[src/rtl/srt_pkg.sv]
package srt_pkg;
  typedef enum logic [2:0] {
    A_CTRL   = 3'd0,
    A_MODE   = 3'd1,
    A_SRC    = 3'd2,
    A_HI_CNT = 3'd3,
    A_LO_CNT = 3'd4,
    A_HI_RLD = 3'd5,
    A_LO_RLD = 3'd6
  } reg_addr_e;

  localparam int unsigned ADDR_W = 3;
  localparam int unsigned SYNC_STAGES = 2;
endpackage

[src/rtl/srt_edge_sync.sv]
module srt_edge_sync #(
  parameter int unsigned STAGES = 2
) (
  input  logic clk,
  input  logic rst,
  input  logic async_in,
  output logic fall
);
  logic [STAGES-1:0] chain_q;
  logic              prev_q;
  logic              synced;

  assign synced = chain_q[STAGES-1];

  always_ff @(posedge clk) begin
    if (rst) begin
      chain_q <= '1;
      prev_q  <= 1'b1;
    end else begin
      chain_q <= {chain_q[STAGES-2:0], async_in};
      prev_q  <= synced;
    end
  end

  assign fall = prev_q & ~synced;

  // a detected edge means the previous synchronized level was high
  a_r7_fall_from_high: assert property (@(posedge clk) disable iff (rst)
    fall |-> $past(synced));
endmodule

[src/rtl/srt_counter.sv]
module srt_counter #(
  parameter int unsigned W    = 8,
  parameter int unsigned NSRC = 8,
  localparam int unsigned SELW = (NSRC > 1) ? $clog2(NSRC) : 1
) (
  input  logic            clk,
  input  logic            rst,
  input  logic            run,
  input  logic [NSRC-1:0] ce,
  input  logic [SELW-1:0] sel,
  input  logic            load,
  input  logic [W-1:0]    load_val,
  input  logic [W-1:0]    reload,
  output logic [W-1:0]    cnt,
  output logic            wrap
);
  logic strobe;
  logic tick;

  always_comb begin
    strobe = 1'b0;
    for (int i = 0; i < NSRC; i++) begin
      if (sel == SELW'(i)) strobe = ce[i];
    end
  end

  assign tick = run & strobe & ~load;
  assign wrap = tick & (&cnt);

  always_ff @(posedge clk) begin
    if (rst)       cnt <= '0;
    else if (load) cnt <= load_val;
    else if (tick) cnt <= wrap ? reload : cnt + 1'b1;
  end

  // with no advance and no load the count is frozen
  a_r1_hold: assert property (@(posedge clk) disable iff (rst)
    (!run && !load) |=> $stable(cnt));
  // a wrap lands on the reload value
  a_r2_reload: assert property (@(posedge clk) disable iff (rst)
    wrap |=> (cnt == $past(reload)));
endmodule

[src/rtl/split_reload_timer.sv]
module split_reload_timer #(
  parameter int unsigned CNT_W   = 8,
  parameter int unsigned HI_SRCS = 8,
  parameter int unsigned LO_SRCS = 4
) (
  input  logic               clk,
  input  logic               rst,
  input  logic [HI_SRCS-1:0] hi_ce,
  input  logic [LO_SRCS-1:0] lo_ce,
  input  logic               ext_in,
  input  logic               wr_en,
  input  logic [2:0]         wr_addr,
  input  logic [CNT_W-1:0]   wr_data,
  input  logic [2:0]         rd_addr,
  output logic [CNT_W-1:0]   rd_data,
  output logic               irq_hi,
  output logic               irq_lo,
  output logic               irq_ext,
  output logic               ovf_pulse,
  output logic               rx_clk_sel,
  output logic               tx_clk_sel
);
  import srt_pkg::*;

  localparam int unsigned HSW = (HI_SRCS > 1) ? $clog2(HI_SRCS) : 1;
  localparam int unsigned LSW = (LO_SRCS > 1) ? $clog2(LO_SRCS) : 1;

  logic             hi_run, lo_run, chain_stop, hi_ign, alt_sel, lo_ie;
  logic             hi_flag, lo_flag, ext_flag;
  logic [HSW-1:0]   hi_sel;
  logic [LSW-1:0]   lo_sel;
  logic [CNT_W-1:0] hi_rld, lo_rld, hi_cnt, lo_cnt;
  logic             hi_wrap, lo_wrap, ext_fall;
  logic             ctrl_wr, hi_load, lo_load;

  assign ctrl_wr = wr_en && (wr_addr == A_CTRL);
  assign hi_load = wr_en && (wr_addr == A_HI_CNT);
  assign lo_load = wr_en && (wr_addr == A_LO_CNT);

  srt_counter #(.W(CNT_W), .NSRC(HI_SRCS)) u_hi (
    .clk(clk), .rst(rst), .run(hi_run), .ce(hi_ce), .sel(hi_sel),
    .load(hi_load), .load_val(wr_data), .reload(hi_rld),
    .cnt(hi_cnt), .wrap(hi_wrap));

  srt_counter #(.W(CNT_W), .NSRC(LO_SRCS)) u_lo (
    .clk(clk), .rst(rst), .run(lo_run), .ce(lo_ce), .sel(lo_sel),
    .load(lo_load), .load_val(wr_data), .reload(lo_rld),
    .cnt(lo_cnt), .wrap(lo_wrap));

  srt_edge_sync #(.STAGES(SYNC_STAGES)) u_sync (
    .clk(clk), .rst(rst), .async_in(ext_in), .fall(ext_fall));

  // control registers
  always_ff @(posedge clk) begin
    if (rst) begin
      hi_run <= 1'b0; lo_run <= 1'b0; chain_stop <= 1'b0; hi_ign <= 1'b0;
      alt_sel <= 1'b0; lo_ie <= 1'b0; rx_clk_sel <= 1'b0; tx_clk_sel <= 1'b0;
      hi_sel <= '0; lo_sel <= '0; hi_rld <= '0; lo_rld <= '0;
    end else begin
      if (wr_en) begin
        case (wr_addr)
          A_CTRL: begin
            hi_run <= wr_data[2];
            if (alt_sel) lo_ie <= wr_data[4];
            else begin
              rx_clk_sel <= wr_data[5];
              tx_clk_sel <= wr_data[4];
            end
          end
          A_MODE: begin
            lo_run     <= wr_data[0];
            chain_stop <= wr_data[1];
            hi_ign     <= wr_data[2];
            alt_sel    <= wr_data[3];
          end
          A_SRC: begin
            hi_sel <= wr_data[HSW-1:0];
            lo_sel <= wr_data[4 +: LSW];
          end
          A_HI_RLD: hi_rld <= wr_data;
          A_LO_RLD: lo_rld <= wr_data;
          default: ;
        endcase
      end
      if (hi_wrap && chain_stop) lo_run <= 1'b0;
    end
  end

  // sticky flags: hardware set wins over a software clear
  always_ff @(posedge clk) begin
    if (rst) begin
      hi_flag <= 1'b0; lo_flag <= 1'b0; ext_flag <= 1'b0; ovf_pulse <= 1'b0;
    end else begin
      hi_flag  <= (hi_wrap & ~hi_ign) | (hi_flag & ~(ctrl_wr & ~wr_data[7]));
      ext_flag <= ext_fall | (ext_flag & ~(ctrl_wr & ~wr_data[6]));
      lo_flag  <= lo_wrap | (lo_flag & ~(ctrl_wr & alt_sel & ~wr_data[5]));
      ovf_pulse <= lo_wrap;
    end
  end

  assign irq_hi  = hi_flag;
  assign irq_ext = ext_flag;
  assign irq_lo  = lo_flag & lo_ie;

  // registered read port
  logic [CNT_W-1:0] rd_mux;
  always_comb begin
    rd_mux = '0;
    case (rd_addr)
      A_CTRL: begin
        rd_mux[7] = hi_flag;
        rd_mux[6] = ext_flag;
        rd_mux[5] = alt_sel ? lo_flag : rx_clk_sel;
        rd_mux[4] = alt_sel ? lo_ie : tx_clk_sel;
        rd_mux[2] = hi_run;
      end
      A_MODE: begin
        rd_mux[0] = lo_run;
        rd_mux[1] = chain_stop;
        rd_mux[2] = hi_ign;
        rd_mux[3] = alt_sel;
      end
      A_SRC: begin
        rd_mux[HSW-1:0]  = hi_sel;
        rd_mux[4 +: LSW] = lo_sel;
      end
      A_HI_CNT: rd_mux = hi_cnt;
      A_LO_CNT: rd_mux = lo_cnt;
      A_HI_RLD: rd_mux = hi_rld;
      A_LO_RLD: rd_mux = lo_rld;
      default:  rd_mux = '0;
    endcase
  end

  always_ff @(posedge clk) begin
    if (rst) rd_data <= '0;
    else     rd_data <= rd_mux;
  end

  // chained stop halts the lower half
  a_r4_chain_stop: assert property (@(posedge clk) disable iff (rst)
    (hi_wrap && chain_stop) |=> !lo_run);
  // ignore bit keeps the upper flag clear
  a_r5_ignore: assert property (@(posedge clk) disable iff (rst)
    (hi_wrap && hi_ign && !hi_flag) |=> !irq_hi);
  // flag holds unless a clearing write arrives
  a_r8_sticky: assert property (@(posedge clk) disable iff (rst)
    (hi_flag && !(ctrl_wr && !wr_data[7])) |=> irq_hi);
  // set wins against a same-cycle clear
  a_r8_set_wins: assert property (@(posedge clk) disable iff (rst)
    (lo_wrap && ctrl_wr) |=> lo_flag);
  // event pulse follows each lower wrap, one cycle
  a_r9_pulse: assert property (@(posedge clk) disable iff (rst)
    lo_wrap |=> ovf_pulse);
  a_r9_no_spurious: assert property (@(posedge clk) disable iff (rst)
    ovf_pulse |-> $past(lo_wrap));
  // gated request needs the enable
  a_r6_gate: assert property (@(posedge clk) disable iff (rst)
    irq_lo |-> lo_ie);
endmodule

[config.mk]
export PLATFORM = sky130hd
export DESIGN_NAME = split_reload_timer
export DESIGN_NICKNAME = d
export VERILOG_FILES = /design/src/rtl/srt_pkg.sv /design/src/rtl/srt_edge_sync.sv /design/src/rtl/srt_counter.sv /design/src/rtl/split_reload_timer.sv
export SDC_FILE = /design/constraint.sdc
export NUM_CORES = 1
export LEC_CHECK = 0
export BUFFER_PORTS_ARGS = -buffer_cell sky130_fd_sc_hd__buf_4
export CELL_PAD_IN_SITES_DETAIL_PLACEMENT = 0
export CELL_PAD_IN_SITES_GLOBAL_PLACEMENT = 1
export CORE_MARGIN = 5
export CORE_UTILIZATION = 43
export DETAILED_ROUTE_END_ITERATION = 8
export HOLD_SLACK_MARGIN = 0.15
export PLACE_DENSITY_LB_ADDON = 0.2
export SKIP_CTS_REPAIR_TIMING = 1
export SLEW_MARGIN = 10
export SYNTH_ARGS = -nofsm -noshare
export SYNTH_HDL_FRONTEND = slang
export SYNTH_SLANG_ARGS = --single-unit
[constraint.sdc]
create_clock -name clk -period 1.98 [get_ports clk]
set_input_delay 0.099 -clock clk [delete_from_list [all_inputs] [get_ports clk]]
set_output_delay 0.099 -clock clk [all_outputs]
set_load 0.03 [all_outputs]
# == Word level (Yosys, flattened, before mapping) ==
# Cells that the tools add are included.
# op_classes
n_addsub,2
eq_ne,22
muxes,25
n_bitwise,30
n_reduce_logical,20
# op_table
operator,n
8-bit 2-to-1 mux,6
3-bit == test (second input constant),10
2-bit case mux with 6 select lines,2
3-bit by 2-bit == test with 1-bit output (second input constant),6
8-bit by 1-bit adder with 8-bit output (second input constant),2
1-bit bitwise AND,16
8-bit AND reduction,2
1-bit 2-to-1 mux,14
1-bit inverter,11
2-bit case mux with 5 select lines,1
2-bit AND reduction,5
3-bit by 1-bit == test with 1-bit output (second input constant),3
3-bit zero test,3
1-bit case mux with 7 select lines,1
3-bit AND reduction,2
1-bit case mux with 5 select lines,1
2-bit == test (second input constant),2
1-bit logical AND,4
2-bit nonzero test,2
1-bit bitwise OR,3
2-bit by 1-bit == test with 1-bit output (second input constant),1
2-bit zero test,1
2-bit OR reduction,1
# totals
register_bits,60
input_bits,30
out_inout_bits,14
word_cells,120

# == Logic depth before layout (Yosys ltp) ==
# depth
ltp_word,15
depth_mapped,7
depth_no_buf,6

# == By module ==
# A second synthesis with hierarchy kept.
# hier_totals
hier_cells,396
area_unflattened_um2,3369.5
# modules_own_cells
mod,n_inst,cells_each,area_per_inst_um2
split_reload_timer,1,223,1940.6
srt_counter (u_hi),1,90,740.7
srt_counter (u_lo),1,76,603.1
srt_edge_sync,1,7,85.1

# == Worst setup path before layout ==
# No wires, ideal clock.
# synth_timing
path_kind,register -> register
startpoint,register hi_sel[1]
endpoint,"register hi_flag, in the netlist irq_hi"
t_arrival_ps,1625
setup_slack_ps,284
stages_incl_launch_ff,7
n_path_buf,1
synth_period_minus_slack_ps,1696
path_cell_list,dfxtp_1 mux4_2 nor2_1 or2_1 buf_6 or4_1 a21oi_1
# synth_via
elab_chain_len,14
elab_cells_between_ends,21
classes_between,eq/ne: 7; mux: 8; bitwise: 5; reduce/logical: 1
# synth_rtl
element,line_no,text
"start, declared",split_reload_timer.sv:30,logic [HSW-1:0] hi_sel;
"start signal, assigned",split_reload_timer.sv:77,hi_sel <= wr_data[HSW-1:0];
3-bit zero test,srt_counter.sv:23,if (sel == SELW'(i)) strobe = ce[i];
1-bit 2-to-1 mux (7 in series),srt_counter.sv:23,
1-bit 2-to-1 mux (*),srt_counter.sv:23,
1-bit bitwise AND (*) (2 in series),srt_counter.sv:27,assign tick = run & strobe & ~load;
1-bit bitwise AND (*),srt_counter.sv:28,assign wrap = tick & (&cnt);
1-bit bitwise AND (*),split_reload_timer.sv:94,hi_flag <= (hi_wrap & ~hi_ign) | (hi_flag & ~(ctrl_wr & ~wr_data[7]));
1-bit bitwise OR (*),split_reload_timer.sv:94,
"end signal, assigned",split_reload_timer.sv:94,
"end, declared",split_reload_timer.sv:29,"logic hi_flag, lo_flag, ext_flag;"
# Every way passes the cells marked *; elsewhere a longest branch is shown, timed or not.
# A chain may end at the register's enable or synchronous reset.

# == Worst setup path in the final report ==
# layout_timing
startpoint,register lo_sel[0]
endpoint,register u_lo.cnt[2]
# layout_via
elab_chain_len,11
elab_cells_between_ends,15
classes_between,eq/ne: 3; mux: 7; bitwise: 3; reduce/logical: 2
# layout_rtl
element,line_no,text
"start, declared",split_reload_timer.sv:31,logic [LSW-1:0] lo_sel;
"start signal, assigned",split_reload_timer.sv:78,lo_sel <= wr_data[4 +: LSW];
2-bit zero test,srt_counter.sv:23,
1-bit 2-to-1 mux (3 in series),srt_counter.sv:23,
1-bit 2-to-1 mux (*),srt_counter.sv:23,
1-bit bitwise AND (*) (2 in series),srt_counter.sv:27,
1-bit bitwise AND,srt_counter.sv:28,
8-bit 2-to-1 mux (2 in series),srt_counter.sv:33,else if (tick) cnt <= wrap ? reload : cnt + 1'b1;
8-bit 2-to-1 mux,srt_counter.sv:32,else if (load) cnt <= load_val;
"end signal, assigned",srt_counter.sv:32,
"end signal, assigned",srt_counter.sv:33,
"end, declared",srt_counter.sv:14,"output logic [W-1:0] cnt,"
# Every way passes the cells marked *; elsewhere a longest branch is shown, timed or not. The select of a mux whose other input is x is not followed.

==> impl_metrics.env <==
export IMPL_drt_iter0_drc=238
export IMPL_synth_ff_type="dfxtp_1"
export IMPL_hp_class="in2reg"
export IMPL_rsz0062_at_grt="false"
export IMPL_synth_seq_area_share=0.385
export IMPL_status="finished, final reports clean"
export IMPL_drcViolationCount=0
export IMPL_critical_path_max_stage_delay_ns=0.54
export IMPL_clk_latency_ns=0.34
export IMPL_routed_wl_um=9480
export IMPL_fin_util=0.543
export IMPL_dp_final_hpwl_um=7090
export IMPL_core_area_um2=7180
export IMPL_drt_first_pass_iters=4
export IMPL_overflow=0
export IMPL_die_w_um=95.2
export IMPL_ys_top_cells_by_count="nand2_1, dfxtp_1, nor2_1, a21oi_1, mux2i_1"
export IMPL_finalClockSkew_ns=0.0108
export IMPL_maxSlewHeadroom=0.626
export IMPL_viasPerCell=5.64
export IMPL_synth_cell_types=50
export IMPL_cellPowerDensity_nw_per_um2=652
export IMPL_yosys_cell_count_top_type="nand2_1"
export IMPL_top_level_ports=44
export IMPL_worst_ir_drop_vdd_uv=275
export IMPL_clockRootBuffer="clkbuf_8"
export IMPL_clk_pin_slew_ns=0.07
export IMPL_hold_violations=0
export IMPL_ys_seq_elements=60
export IMPL_crit_type="reg2reg"
export IMPL_syn_area_per_cell_um2=8.26
export IMPL_startpoint="lo_sel[0]"
export IMPL_worst_slew_pin_slew_ns=0.560
export IMPL_htreeDepth=3
export IMPL_rr_startpoint="lo_sel[0]"
export IMPL_synth_top_cell_by_area="dfxtp_1"
export IMPL_antenna_found_initial=0
export IMPL_yosys_warnings=0
export IMPL_wire_per_inst_um=17.5
export IMPL_syn_inst=378
export IMPL_fin_crit_ns=1.81
export IMPL_crit_end="u_lo.cnt[2]"
export IMPL_antenna_left=0
export IMPL_grt_max_degree=57
export IMPL_die_area_um2=9060
export IMPL_grt_pass1_wl_um=15400
export IMPL_syn_to_final_growth_pct=24.7
export IMPL_n_antenna_cell=0
export IMPL_r2r_cells=5
export IMPL_synth_top_area_share=0.385
export IMPL_finalNetCount=470
export IMPL_worstPathArrival_ns=2.03
export IMPL_portBuffers=43
export IMPL_die_y_um=95.2
export IMPL_report_final_setup_viol=0
export IMPL_cts_buffer_depth=2
export IMPL_cts_sinks=60
export IMPL_critPathMaxFanout=11
export IMPL_async_flop_share=0
export IMPL_grt_pass1_vias=2921
export IMPL_fmax_mhz=552
export IMPL_routed_via_count=3055
export IMPL_cts_buffers=9
export IMPL_end_kind="flop"
export IMPL_fill_cells=718
export IMPL_r2r_slack_ns=0.17
export IMPL_synth_edf_count=0
export IMPL_r2r_end="u_lo.cnt[2]"
export IMPL_syn_nets=410
export IMPL_cp_start_kind="flop"
export IMPL_slowest_stage="mux4_2"
export IMPL_drive_above_1_share=0.212
export IMPL_p_leak_nw=1.48
export IMPL_synth_area_um2=3120
export IMPL_initial_core_util=0.435
export IMPL_synth_top_cells_by_area="dfxtp_1, nand2_1, mux2i_1"
export IMPL_row_count=31
export IMPL_slew_violations=0
export IMPL_worstPathRequired_ns=2.20
export IMPL_timing_setup_tns_ns=0
export IMPL_cts_tree="built"
export IMPL_period_share=0.915
export IMPL_grt_use_total=0.226
export IMPL_maxCapViolations=0
export IMPL_path_cells="mux4_2 -> and2_2 -> nand2_1 -> nor3_1 -> a2111oi_0"
export IMPL_gp_congestion=0.906
-- state kept, by name, indices dropped and copies added (netlist names), 2 cells and up --
signal / count
u_sync.chain_q: 2
u_lo.cnt: 8
rd_data: 8
hi_sel: 3
u_hi.cnt: 8
hi_rld: 8
lo_rld: 8
lo_sel: 2
-- cell type report --
type                       instances  area [um^2]  share of cell area
inverter                           4         15.0             0.00386
multi-input combinational        290         1810               0.465
sequential                        60         1200               0.308
tap                               99          124              0.0318
clock buffer                      11          141              0.0363
clock inverter                     5         27.5             0.00707
timing repair buffer              73          573               0.147
-- critical path: cells and delay by family, from the launching register on --
kind / cells / cell delay [ns]
AND/OR/NAND/NOR: 3 / 0.45
flip-flops: 1 / 0.38
AO/OA/AOI/OAI: 1 / 0.33
multiplexers: 1 / 0.54
-- layout by cell type (no fill, tap or decap), types with 6 or more instances in the layout --
master / n
o21ai_0: 11
nor2_1: 35
nor3_1: 7
a211oi_1: 11
dfxtp_1: 60
nand3_1: 14
a21oi_1: 33
mux2i_1: 22
nand2_1: 62
and3_1: 6
clkbuf_8: 10
nand3b_1: 6
dlygate4sd3_1: 10
buf_4: 63
-- where the power goes --
part	switching, mW	internal [mW]	total, mW	leakage [nW]
Combinational	0.172	0.138	0.310	0.900
Sequential	0.0263	1.24	1.27	0.487
Clock	0.484	0.479	0.963	0.0889
Total	0.682	1.86	2.54	1.48
-- cell families after synthesis --
group | synth area share
buffers and inverters | 0.0361
and+or+nand+nor | 0.255
xor gates and xnor gates | 0.00842
DFF | 0.385
adders and majority gates | 0.00801
AOI/OAI and AO/OA | 0.190
muxes | 0.117
-- worst min-delay path by stage --
stage,from,end,slack [ns],cells past startpoint
3_3_place_gp,ext_in,u_sync.chain_q[0],0.28,2
6_report,wr_addr[1],hi_run,0.13,4
3_5_place_dp,ext_in,u_sync.chain_q[0],0.29,2
4_1_cts,ext_in,u_sync.chain_q[0],-0.06,2
2_1_floorplan,ext_in,u_sync.chain_q[0],0.20,1
5_1_grt,wr_addr[2],hi_run,0.15,4
-- per-layer routing --
layer | routed length (um) | track usage | vias to the layer above
met4 | 129 | 0.0781 | 0
met5 | 0 | 0 | -
li1 | - | - | 1498
met1 | 4490 | 0.318 | 1460
met3 | 480 | 0.0387 | 12
met2 | 4380 | 0.350 | 85
-- stage by stage --
step	hold slack, ns	power [mW]	setup slack, ns	std cells	area, um^2
finish	0.134	2.54	0.168	542	3890
global route	0.152	2.66	0.0115	542	3890
CTS	-0.0625	2.55	0.0988	532	3790
detailed placement	0.289	1.58	0.107	516	3620
global placement	0.285	1.58	0.193	516	3620
floorplan	0.203	1.45	0.284	378	3120
Note: power is estimated with default switching activity, not from simulation.
